--- src/rtl/ars_pkg.sv ---
package ars_pkg;
    typedef enum logic [1:0] {
        ST_RUN   = 2'd0,
        ST_RESET = 2'd1,
        ST_BIST  = 2'd2
    } ars_state_e;

    localparam int unsigned DEF_ADDR_W = 36;
    localparam logic [DEF_ADDR_W-1:0] DEF_RST_VEC = 36'hF_FFFF_FFF0;
endpackage

--- src/rtl/ars_sync.sv ---
module ars_sync #(
    parameter int unsigned W = 2,
    parameter logic [W-1:0] RST_VAL = '0
) (
    input  logic         clk,
    input  logic         arst_n,
    input  logic [W-1:0] din,
    output logic [W-1:0] dout
);
    logic [W-1:0] s0_d, s0_q, s1_d, s1_q;

    always_comb begin
        s0_d = din;
        s1_d = s0_q;
    end

    always_ff @(posedge clk or negedge arst_n) begin
        if (!arst_n) begin
            s0_q <= RST_VAL;
            s1_q <= RST_VAL;
        end else begin
            s0_q <= s0_d;
            s1_q <= s1_d;
        end
    end

    assign dout = s1_q;
endmodule

--- src/rtl/ars_hold_timer.sv ---
module ars_hold_timer #(
    parameter int unsigned HOLD_CYC = 100000
) (
    input  logic clk,
    input  logic arst_n,
    input  logic clr,
    input  logic inc,
    output logic met
);
    localparam int unsigned CNT_W = $clog2(HOLD_CYC + 1);
    localparam logic [CNT_W-1:0] LIMIT = CNT_W'(HOLD_CYC);

    logic [CNT_W-1:0] cnt_d, cnt_q;

    always_comb begin
        cnt_d = cnt_q;
        if (clr) begin
            cnt_d = CNT_W'(1);
        end else if (inc && cnt_q < LIMIT) begin
            cnt_d = cnt_q + CNT_W'(1);
        end
    end

    always_ff @(posedge clk or negedge arst_n) begin
        if (!arst_n) cnt_q <= '0;
        else         cnt_q <= cnt_d;
    end

    assign met = (cnt_q >= LIMIT);
endmodule

--- src/rtl/agent_reset_seq.sv ---
module agent_reset_seq
    import ars_pkg::*;
#(
    parameter int unsigned HOLD_CYC = 100000,
    parameter int unsigned CFG_W    = 8,
    parameter int unsigned TRI_BIT  = 0,
    parameter int unsigned ADDR_W   = DEF_ADDR_W,
    parameter logic [ADDR_W-1:0] RST_VEC = DEF_RST_VEC
) (
    input  logic              clk,
    input  logic              pwr_ok,
    input  logic              bus_rst_n,
    input  logic              init_n,
    input  logic [CFG_W-1:0]  cfg_pins,
    input  logic              bist_done,
    output logic              bus_oe,
    output logic              inval_pulse,
    output logic [CFG_W-1:0]  cfg_q,
    output logic              bist_req,
    output logic              hold_viol,
    output logic              start_pulse,
    output logic [ADDR_W-1:0] start_addr
);
    localparam int unsigned SYNC_W = 2;
    localparam int unsigned IDX_RST = 0;
    localparam int unsigned IDX_INIT = 1;

    typedef struct packed {
        ars_state_e       state;
        logic             oe;
        logic             inval;
        logic             start;
        logic             bist;
        logic             viol;
        logic [CFG_W-1:0] cfg;
    } seq_t;

    seq_t d, q;
    logic [SYNC_W-1:0] sync_out;
    logic rst_act, init_act, entry, hold_met, timer_inc;

    // Reset value marks reset active, init inactive
    ars_sync #(.W(SYNC_W), .RST_VAL(2'b01)) u_sync (
        .clk    (clk),
        .arst_n (pwr_ok),
        .din    ({~init_n, ~bus_rst_n}),
        .dout   (sync_out)
    );

    assign rst_act   = sync_out[IDX_RST];
    assign init_act  = sync_out[IDX_INIT];
    assign entry     = (q.state != ST_RESET) && rst_act;
    assign timer_inc = (q.state == ST_RESET) && rst_act;

    ars_hold_timer #(.HOLD_CYC(HOLD_CYC)) u_timer (
        .clk    (clk),
        .arst_n (pwr_ok),
        .clr    (entry),
        .inc    (timer_inc),
        .met    (hold_met)
    );

    always_comb begin
        d       = q;
        d.inval = 1'b0;
        d.start = 1'b0;
        if (entry) begin
            d.state = ST_RESET;
            d.oe    = 1'b0;
            d.inval = 1'b1;
            d.bist  = 1'b0;
        end else begin
            unique case (q.state)
                ST_RESET: begin
                    if (!rst_act) begin
                        d.cfg  = cfg_pins;
                        d.viol = !hold_met;
                        d.oe   = !cfg_pins[TRI_BIT];
                        if (init_act && !cfg_pins[TRI_BIT]) begin
                            d.state = ST_BIST;
                            d.bist  = 1'b1;
                        end else begin
                            d.state = ST_RUN;
                            d.start = 1'b1;
                        end
                    end
                end
                ST_BIST: begin
                    if (bist_done) begin
                        d.state = ST_RUN;
                        d.bist  = 1'b0;
                        d.start = 1'b1;
                    end
                end
                default: ;
            endcase
        end
    end

    always_ff @(posedge clk or negedge pwr_ok) begin
        if (!pwr_ok) begin
            q <= '{state: ST_RUN, oe: 1'b0, inval: 1'b0, start: 1'b0,
                   bist: 1'b0, viol: 1'b0, cfg: '0};
        end else begin
            q <= d;
        end
    end

    assign bus_oe      = q.oe;
    assign inval_pulse = q.inval;
    assign cfg_q       = q.cfg;
    assign bist_req    = q.bist;
    assign hold_viol   = q.viol;
    assign start_pulse = q.start;
    assign start_addr  = q.start ? RST_VEC : '0;
endmodule

--- config.mk ---
export PLATFORM = sky130hd
export DESIGN_NAME = agent_reset_seq
export DESIGN_NICKNAME = d
export VERILOG_FILES = /design/src/rtl/ars_pkg.sv /design/src/rtl/ars_sync.sv /design/src/rtl/ars_hold_timer.sv /design/src/rtl/agent_reset_seq.sv
export SDC_FILE = /design/constraint.sdc
export NUM_CORES = 1
export LEC_CHECK = 0
export BUFFER_PORTS_ARGS = -buffer_cell sky130_fd_sc_hd__clkbuf_2
export CAP_MARGIN = 10
export CORE_UTILIZATION = 41
export DETAILED_ROUTE_END_ITERATION = 12
export GPL_TIMING_DRIVEN = 0
export PLACE_DENSITY = 0.62
export REMOVE_ABC_BUFFERS = 1
export SETUP_SLACK_MARGIN = 0.5
export SLEW_MARGIN = 10
export SYNTH_ARGS = -nofsm -noshare
export SYNTH_HDL_FRONTEND = slang
export SYNTH_SLANG_ARGS = --single-unit
--- constraint.sdc ---
create_clock -name clk -period 3 [get_ports clk]
set_input_delay 0.6 -clock clk [delete_from_list [all_inputs] [get_ports clk]]
set_output_delay 0.6 -clock clk [all_outputs]
set_load 0.01 [all_outputs]
==> summary.md, run 1 <==
| Metric | Value |
|---|---|
| Status | `completed` |
| Num CTS Buffers | `5` |
| Hold EP | `u_sync.dout[1]$_DFF_PN0_` |
| Cell Area, Synth | `between 0.002 and 0.0025 sq mm` |
| WL/cell | `about 11 um` |
| Cts repair resizes | `0` |
| Synth top area share | `between 30% and 40%` |
| Syn. warnings | `0` |
| HP Class | `reg2reg` |
| Final Slew Violations | `0` |
| Met2 Usage GRT | `19.29%` |
| Avg Inst Size Synth | `between 10 and 15 sq um` |
| EDFF count, synth | `0` |
| Post-synthesis register bit count | `36` |
| Period Utilization, post-route | `between 70% and 80%` |
| Clock network power share | `approximately 27%` |
| Hold Path Depth | `0` |
| Pwr Density | `about 730 mW/mm^2` |
| Hold Buf Count CTS | `0` |
| Final setup viols | `0` |
| Buffers on Ports | `57` |
| Width of the chip | `between 70 and 80 um` |
| Detailed Routing Iterations Pass 1 | `4` |
| Layout cells sized above 1 | `38.33%` |
| # DRC | `0` |
| Initial core utilization | `about 44%` |
| Final GP Congestion | `0.7408` |
| # diodes | `0` |
| Post-Route Skew | `about 0.0032 ns` |
| Area Growth Syn to Fin | `6.228%` |
| DP Wirelength | `about 2.2 mm` |
| Most frequent cells in the layout | `clkbuf_2, dfrtp_1, nor2_1` |
| Vias | `between 1000 and 1500` |
| Die area | `about 0.0055 sq mm` |
| Maximum VDD drop | `approximately 460 uV` |
| CTS Buffer Depth | `2` |
| Worst Path Required | `roughly 3.2 ns` |
| Nets | `247` |
| Largest net degree at the start of global routing | `37` |
| WHS | `approximately 0.35 ns` |
| Ports | `62` |
| Latest clock arrival within the worst-skew pair | `between 0.2 and 0.3 ns` |
| Gr usage total | `13.07%` |
| Clock root buffer | `clkbuf_8` |
| Row Count | `25` |
| RSZ-0062 raised after global routing | `no` |
| Arrival @ worst endpoint | `around 2.4 ns` |
| Clock Pin Slew Worst Setup and Hold Paths | `roughly 0.08 ns` |
| Ys async rst share | `100.0%` |
| Slew margin rel. | `about two fifths` |
| Worst flop-to-flop path endpoint | `bist_req$_DFFE_PN0P_` |
| WS Path Type | `reg2reg` |
| Comb pwr share | `around 32%` |
| Syn Inst Count | `around 210` |
| Worst hold start | `u_sync.s0_q[1]$_DFF_PN0_` |
| DR iter-0 viols | `35` |
| Ys flop type | `dfrtp_1` |
| Pleak | `1.100 nW` |
| Initial antenna violation count | `0` |
| P_int | `approximately 1.1 mW` |
| Fmax | `~460 MHz` |
| Most common cell after layout, fill and taps aside | `clkbuf_2` |
| Seq pwr share | `roughly 41%` |
| Vias in the first global route | `approximately 1200` |
| Psw | `roughly 0.57 mW` |
| Sw frac | `between 30 and 40%` |
| Worst Tran Pin Value | `approximately 0.90 ns` |
| R2R setup slack | `about 0.80 ns` |
| R2R Path Start | `q[13]$_DFFE_PN0P_` |
| Ranking of synthesized cells by area | `dfrtp_1, buf_4, mux2_2` |
| Clock Sinks | `36` |
| R2R cell count | `6` |
| Leading area contributor after synthesis | `dfrtp_1` |
| Gr busiest metal | `met2` |
| Seq/Total Area, Yosys | `between 40% and 50%` |
| Crit path capture type | `flop` |
| Max Cap Viol | `0` |
| Core area | `between 0.004 and 0.005 sq mm` |
| Setup crit start kind | `flop` |
| Post-route ant nets | `0` |
| First-pass GRT wire length | `around 5.3 mm` |
| Met3 usage | `roughly 4.1%` |
| Post-CTS Setup Bufs | `0` |
| Chip height | `approximately 74 um` |
| CP Max Fanout | `25` |
| Final Hold Viols | `0` |
| Total wire length | `3.208 mm` |
| Setup_tns | `0 ns` |
| Gr ovfl total | `0` |
| Number of library cell types mapped by synthesis | `37` |
| CTS tree | `yes` |
| H-tree levels | `2` |
| Vias/cell | `about 4.7` |
| Met1 usage | `17.11%` |
| Tmin final | `approximately 2.2 ns` |
layer usage:
layer	vias up	wire length, um
met2	52	1411
met4	0	69
met5	-	0
li1	685	-
met3	6	179
met1	636	1548
cell families after synthesis:
family | after synthesis | synth area share, %
buffers and inverters | 61 | 18.98
AND/OR/NAND/NOR | 61 | 16.80
adder cells (fa/ha/maj) | 8 | 4.701
AO/OA/AOI/OAI | 18 | 5.523
flip-flops | 36 | 42.42
XOR/XNOR | 11 | 4.524
other | 1 | 0.1761
multiplexers | 13 | 6.874
per-stage QoR:
stage / area [sq um] / power (mW) / cells / setup WS, ns / utilization [%]
after floorplan: 1778 / 1.002 / 162 / 0.1472 / -
after global placement: 2147 / 1.208 / 286 / 0.8104 / 44.28
after detailed placement: 2147 / 1.218 / 286 / 0.7896 / 44.28
after CTS: 2262 / 1.668 / 294 / 0.7744 / 46.66
after global routing: 2262 / 1.761 / 294 / 0.6142 / 46.66
final: 2262 / 1.645 / 294 / 0.8045 / 46.66
flip-flops by register name (all words and copies together), names as in the netlist:
| name | flops |
|---|---|
| inval_pulse | 1 |
| hold_viol | 1 |
| bus_oe | 1 |
| u_sync.dout | 2 |
| u_sync.s0_q | 2 |
| start_pulse | 1 |
| q | 2 |
| cfg_q | 8 |
| bist_req | 1 |
| u_timer.cnt_q | 17 |
power by group through the flow:
stage / Sequential (mW) / Clock, mW / Combinational, mW
global placement: 0.678 / 0 / 0.530
CTS: 0.675 / 0.458 / 0.535
detailed placement: 0.684 / 0 / 0.534
finish: 0.673 / 0.445 / 0.526
global route: 0.691 / 0.476 / 0.593
floorplan: 0.748 / 0 / 0.255
worst max-delay path by stage:
stage                                startpoint                   end  cells after the start
final                         q[13]$_DFFE_PN0P_  bist_req$_DFFE_PN0P_                      6
after global routing          q[14]$_DFFE_PN0P_  bist_req$_DFFE_PN0P_                      7
after CTS                     q[13]$_DFFE_PN0P_  bist_req$_DFFE_PN0P_                      6
after detailed placement      q[13]$_DFFE_PN0P_  bist_req$_DFFE_PN0P_                      6
after global placement        q[13]$_DFFE_PN0P_  bist_req$_DFFE_PN0P_                      6
after floorplan           start_pulse$_DFF_PN0_        start_addr[10]                      0
synth_stat cells, types with 2 or more instances:
library cell,number
mux2_2,13
buf_4,44
dfstp_2,2
dfrtp_1,34
nor2b_1,4
xnor2_1,11
nand3_1,7
nor4_2,3
ha_1,8
nor2_1,18
inv_1,11
clkbuf_1,3
and4_1,2
nor3_1,7
and2_1,2
o21ai_0,4
nand4_1,4
a21oi_1,4
and3_1,5
a31oi_1,2
o21a_1,2
nand2_1,4
layout make-up:
type / instances / area, sq um
sequential: 36 / 903.4
fill: 461 / 2586
clock inverter: 3 / 46.29
multi-input combinational: 115 / 833.3
tap: 67 / 83.83
clock buffer: 5 / 68.82
timing repair buffer: 57 / 285.3
inverter: 11 / 41.29
critical path: stages (launching register included):
cell     delay (ns)
dfrtp_1        0.40
ha_1           0.25
inv_1          0.09
ha_1           0.74
o31a_1         0.26
nand2_1        0.06
mux2_2         0.27
Note: power is estimated with default switching activity, not from simulation.
==> run 2: changes to the inputs <==
- clock period: 3 -> 2.2 ns (I/O delays scaled with it)
==> run 2 against run 1 <==
- critical path depth up 1
- first-iteration DRC count up 34%
- clock-buffer cell count unchanged
- clock skew about the same
- clock power up 39%
- cell count up 7.8%
- register-to-register slack worse by 0.31 ns
- utilization up 6.2 points
- via count up 7.6%
- critical path type unchanged
- critical endpoint is now u_timer.cnt_q[14]$_DFFE_PN0P_
- largest cell class is now multi-input gates
==> summary.md, run 2 (synthesis results as in run 1) <==
| Metric | Value |
|---|---|
| Status | `completed` |
| Pleak | `1.228 nW (+12%)` |
| CP Max Fanout | `6 (-76%)` |
| Worst Path Required | `2.39 ns (-0.80 ns)` |
| Gr ovfl total | `0 (unchanged)` |
| Gr usage total | `13.87% (+0.81 points)` |
| Slew margin rel. | `40.44% (+0.22 points)` |
| Initial core utilization | `43.92% (unchanged)` |
| Clock Pin Slew Worst Setup and Hold Paths | `0.08 ns (about the same)` |
| Arrival @ worst endpoint | `1.90 ns (-0.48 ns)` |
| Final Slew Violations | `0 (unchanged)` |
| Total power | `2.467 mW (+50%)` |
| Tmin final | `1.710 ns (-0.4851 ns)` |
| Max Cap Viol | `0 (unchanged)` |
| Final Hold Viols | `0 (unchanged)` |
| CTS Buffer Depth | `2 (unchanged)` |
| Fmax | `584.6 MHz (+28%)` |
| Final setup viols | `0 (unchanged)` |
| Vias in the first global route | `1200 (+3.1%)` |
| Setup WS pre-CTS | `-0.01040 ns (-0.8000 ns)` |
| RSZ-0062 raised after global routing | `yes` |
| Vias | `1484 (+7.6%)` |
| Final GP Congestion | `0.7408 (unchanged)` |
| Pwr Density | `961.6 mW/mm^2 (+32%)` |
| Row Count | `25 (unchanged)` |
| DP Cell Count | `286 (unchanged)` |
| Post-Route Skew | `0.003321 ns (+0.00007461 ns)` |
| WL/cell | `12.18 um (+12%)` |
| Worst path bufs/invs | `1 (unchanged)` |
| Crit-path max cell delay | `0.44 ns (-0.30 ns)` |
| Die area | `0.005486 sq mm (unchanged)` |
| H-tree levels | `2 (unchanged)` |
| Width of the chip | `74.07 um (unchanged)` |
| Core area | `0.004848 sq mm (unchanged)` |
| Largest Register | `u_timer.cnt_q` |
| Latest clock arrival within the worst-skew pair | `0.30 ns (about the same)` |
| Total wire length | `3.862 mm (+20%)` |
| HP Class | `in2reg` |
| Chip height | `74.07 um (unchanged)` |
| Final worst setup slack | `0.4896 ns (-0.3149 ns)` |
| Crit path capture type | `flop` |
| CP top delay family | `flip-flops` |
| Num CTS Buffers | `5 (unchanged)` |
| Multi-input gate area | `954.7 sq um (+15%)` |
| FF/Latch Area | `909.6 sq um (+0.69%)` |
| Area Growth Syn to Fin | `20.45%` |
| Most frequent cells in the layout | `clkbuf_2, dfrtp_1, buf_4` |
| Maximum VDD drop | `645.3 uV (+42%)` |
| Vias/cell | `4.681 (-0.19%)` |
| Critical path's slowest cell | `dfrtp_1` |
| Clock root buffer | `clkbuf_8` |
| Nets | `270 (+9.3%)` |
| First-pass GRT wire length | `5.678 mm (+6.5%)` |
| Largest net degree at the start of global routing | `37 (unchanged)` |
| Setup_tns | `0 ns (unchanged)` |
| Period Utilization, post-route | `77.75% (+4.6 points)` |
| Most common cell after layout, fill and taps aside | `clkbuf_2` |
| Post-route ant nets | `0 (unchanged)` |
| Clock Sinks | `36 (unchanged)` |
| CTS tree | `yes` |
| Initial antenna violation count | `0 (unchanged)` |
| Filler cells | `423 (-8.2%)` |
| WHS | `0.2442 ns (-0.1045 ns)` |
| Hold Buf Count CTS | `0 (unchanged)` |
| DP Wirelength | `2.192 mm (unchanged)` |
| Worst Tran Pin Value | `0.8934 ns (-0.003269 ns)` |
| Worst-path cell chain | `ha_4 -> ha_4 -> o21ai_4 -> buf_4 -> nor2_4 -> nand3_1 -> mux2_2` |
| Max reg flops | `17 (unchanged)` |
| WS Path Type | `reg2reg` |
| # diodes | `0 (unchanged)` |
| Buffers on Ports | `57 (unchanged)` |
| Setup crit start kind | `flop` |
| Detailed Routing Iterations Pass 1 | `4 (unchanged)` |
| Most used cell, CP | `ha_4` |
| Final Non-Filler Cells | `317 (+7.8%)` |
| # DRC | `0 (unchanged)` |
| Ports | `62 (unchanged)` |
| Layout cells sized above 1 | `50.00% (+12 points)` |
| DR iter-0 viols | `47 (+34%)` |
run 2: cell type report:
class	instances	area share [%]
Clock buffer	5	2.683
Clock inverter	3	1.805
Inverter	11	1.707
Multi-Input combinational cell	115	37.22
Sequential cell	36	35.46
Tap cell	67	3.268
Timing Repair Buffer	80	17.85
run 2: power breakdown:
part | switching, mW | total [mW] | internal (mW)
logic | 0.461 | 0.916 | 0.454
registers | 0.129 | 0.931 | 0.802
clock network | 0.278 | 0.620 | 0.342
total | 0.868 | 2.47 | 1.60
run 2: worst paths after layout:
check                                         startpoint                       endpoint  slack [ns]  cells after the start
worst max-delay path                   q[13]$_DFFE_PN0P_  u_timer.cnt_q[14]$_DFFE_PN0P_        0.49                      7
worst max register to register         q[13]$_DFFE_PN0P_  u_timer.cnt_q[14]$_DFFE_PN0P_        0.49                      7
min in group asynchronous                         pwr_ok          start_pulse$_DFF_PN0_        0.25                      1
max in group asynchronous                         pwr_ok          start_pulse$_DFF_PN0_        1.31                      1
worst min register to register  u_sync.s0_q[1]$_DFF_PN0_       u_sync.dout[1]$_DFF_PN0_        0.35                      0
worst min-delay path                           bus_rst_n       u_sync.s0_q[0]$_DFF_PN1_        0.24                      2
run 2: routing by layer:
layer  wire [um]  vias to the layer above  global-route usage [%]
met5           0                        -                       0
met2        1761                       57                   19.80
li1            -                      733                       -
met3         200                        5                   4.065
met4          70                        0                   7.051
met1        1830                      689                   19.09
run 2: repair_timing:
item                                   CTS  global route
buffers inserted                         7            16
pin swaps                                2             4
setup endpoints to repair               56            51
endpoints found under the hold margin    0             0
resized for setup                       13            16
run 2: per-stage QoR:
| step | utilization [%] | instance area, sq um |
|---|---|---|
| after floorplan | - | 1778 |
| after global placement | 44.28 | 2147 |
| after detailed placement | 44.28 | 2147 |
| after CTS | 49.14 | 2382 |
| after global routing | 52.90 | 2565 |
| final | 52.90 | 2565 |
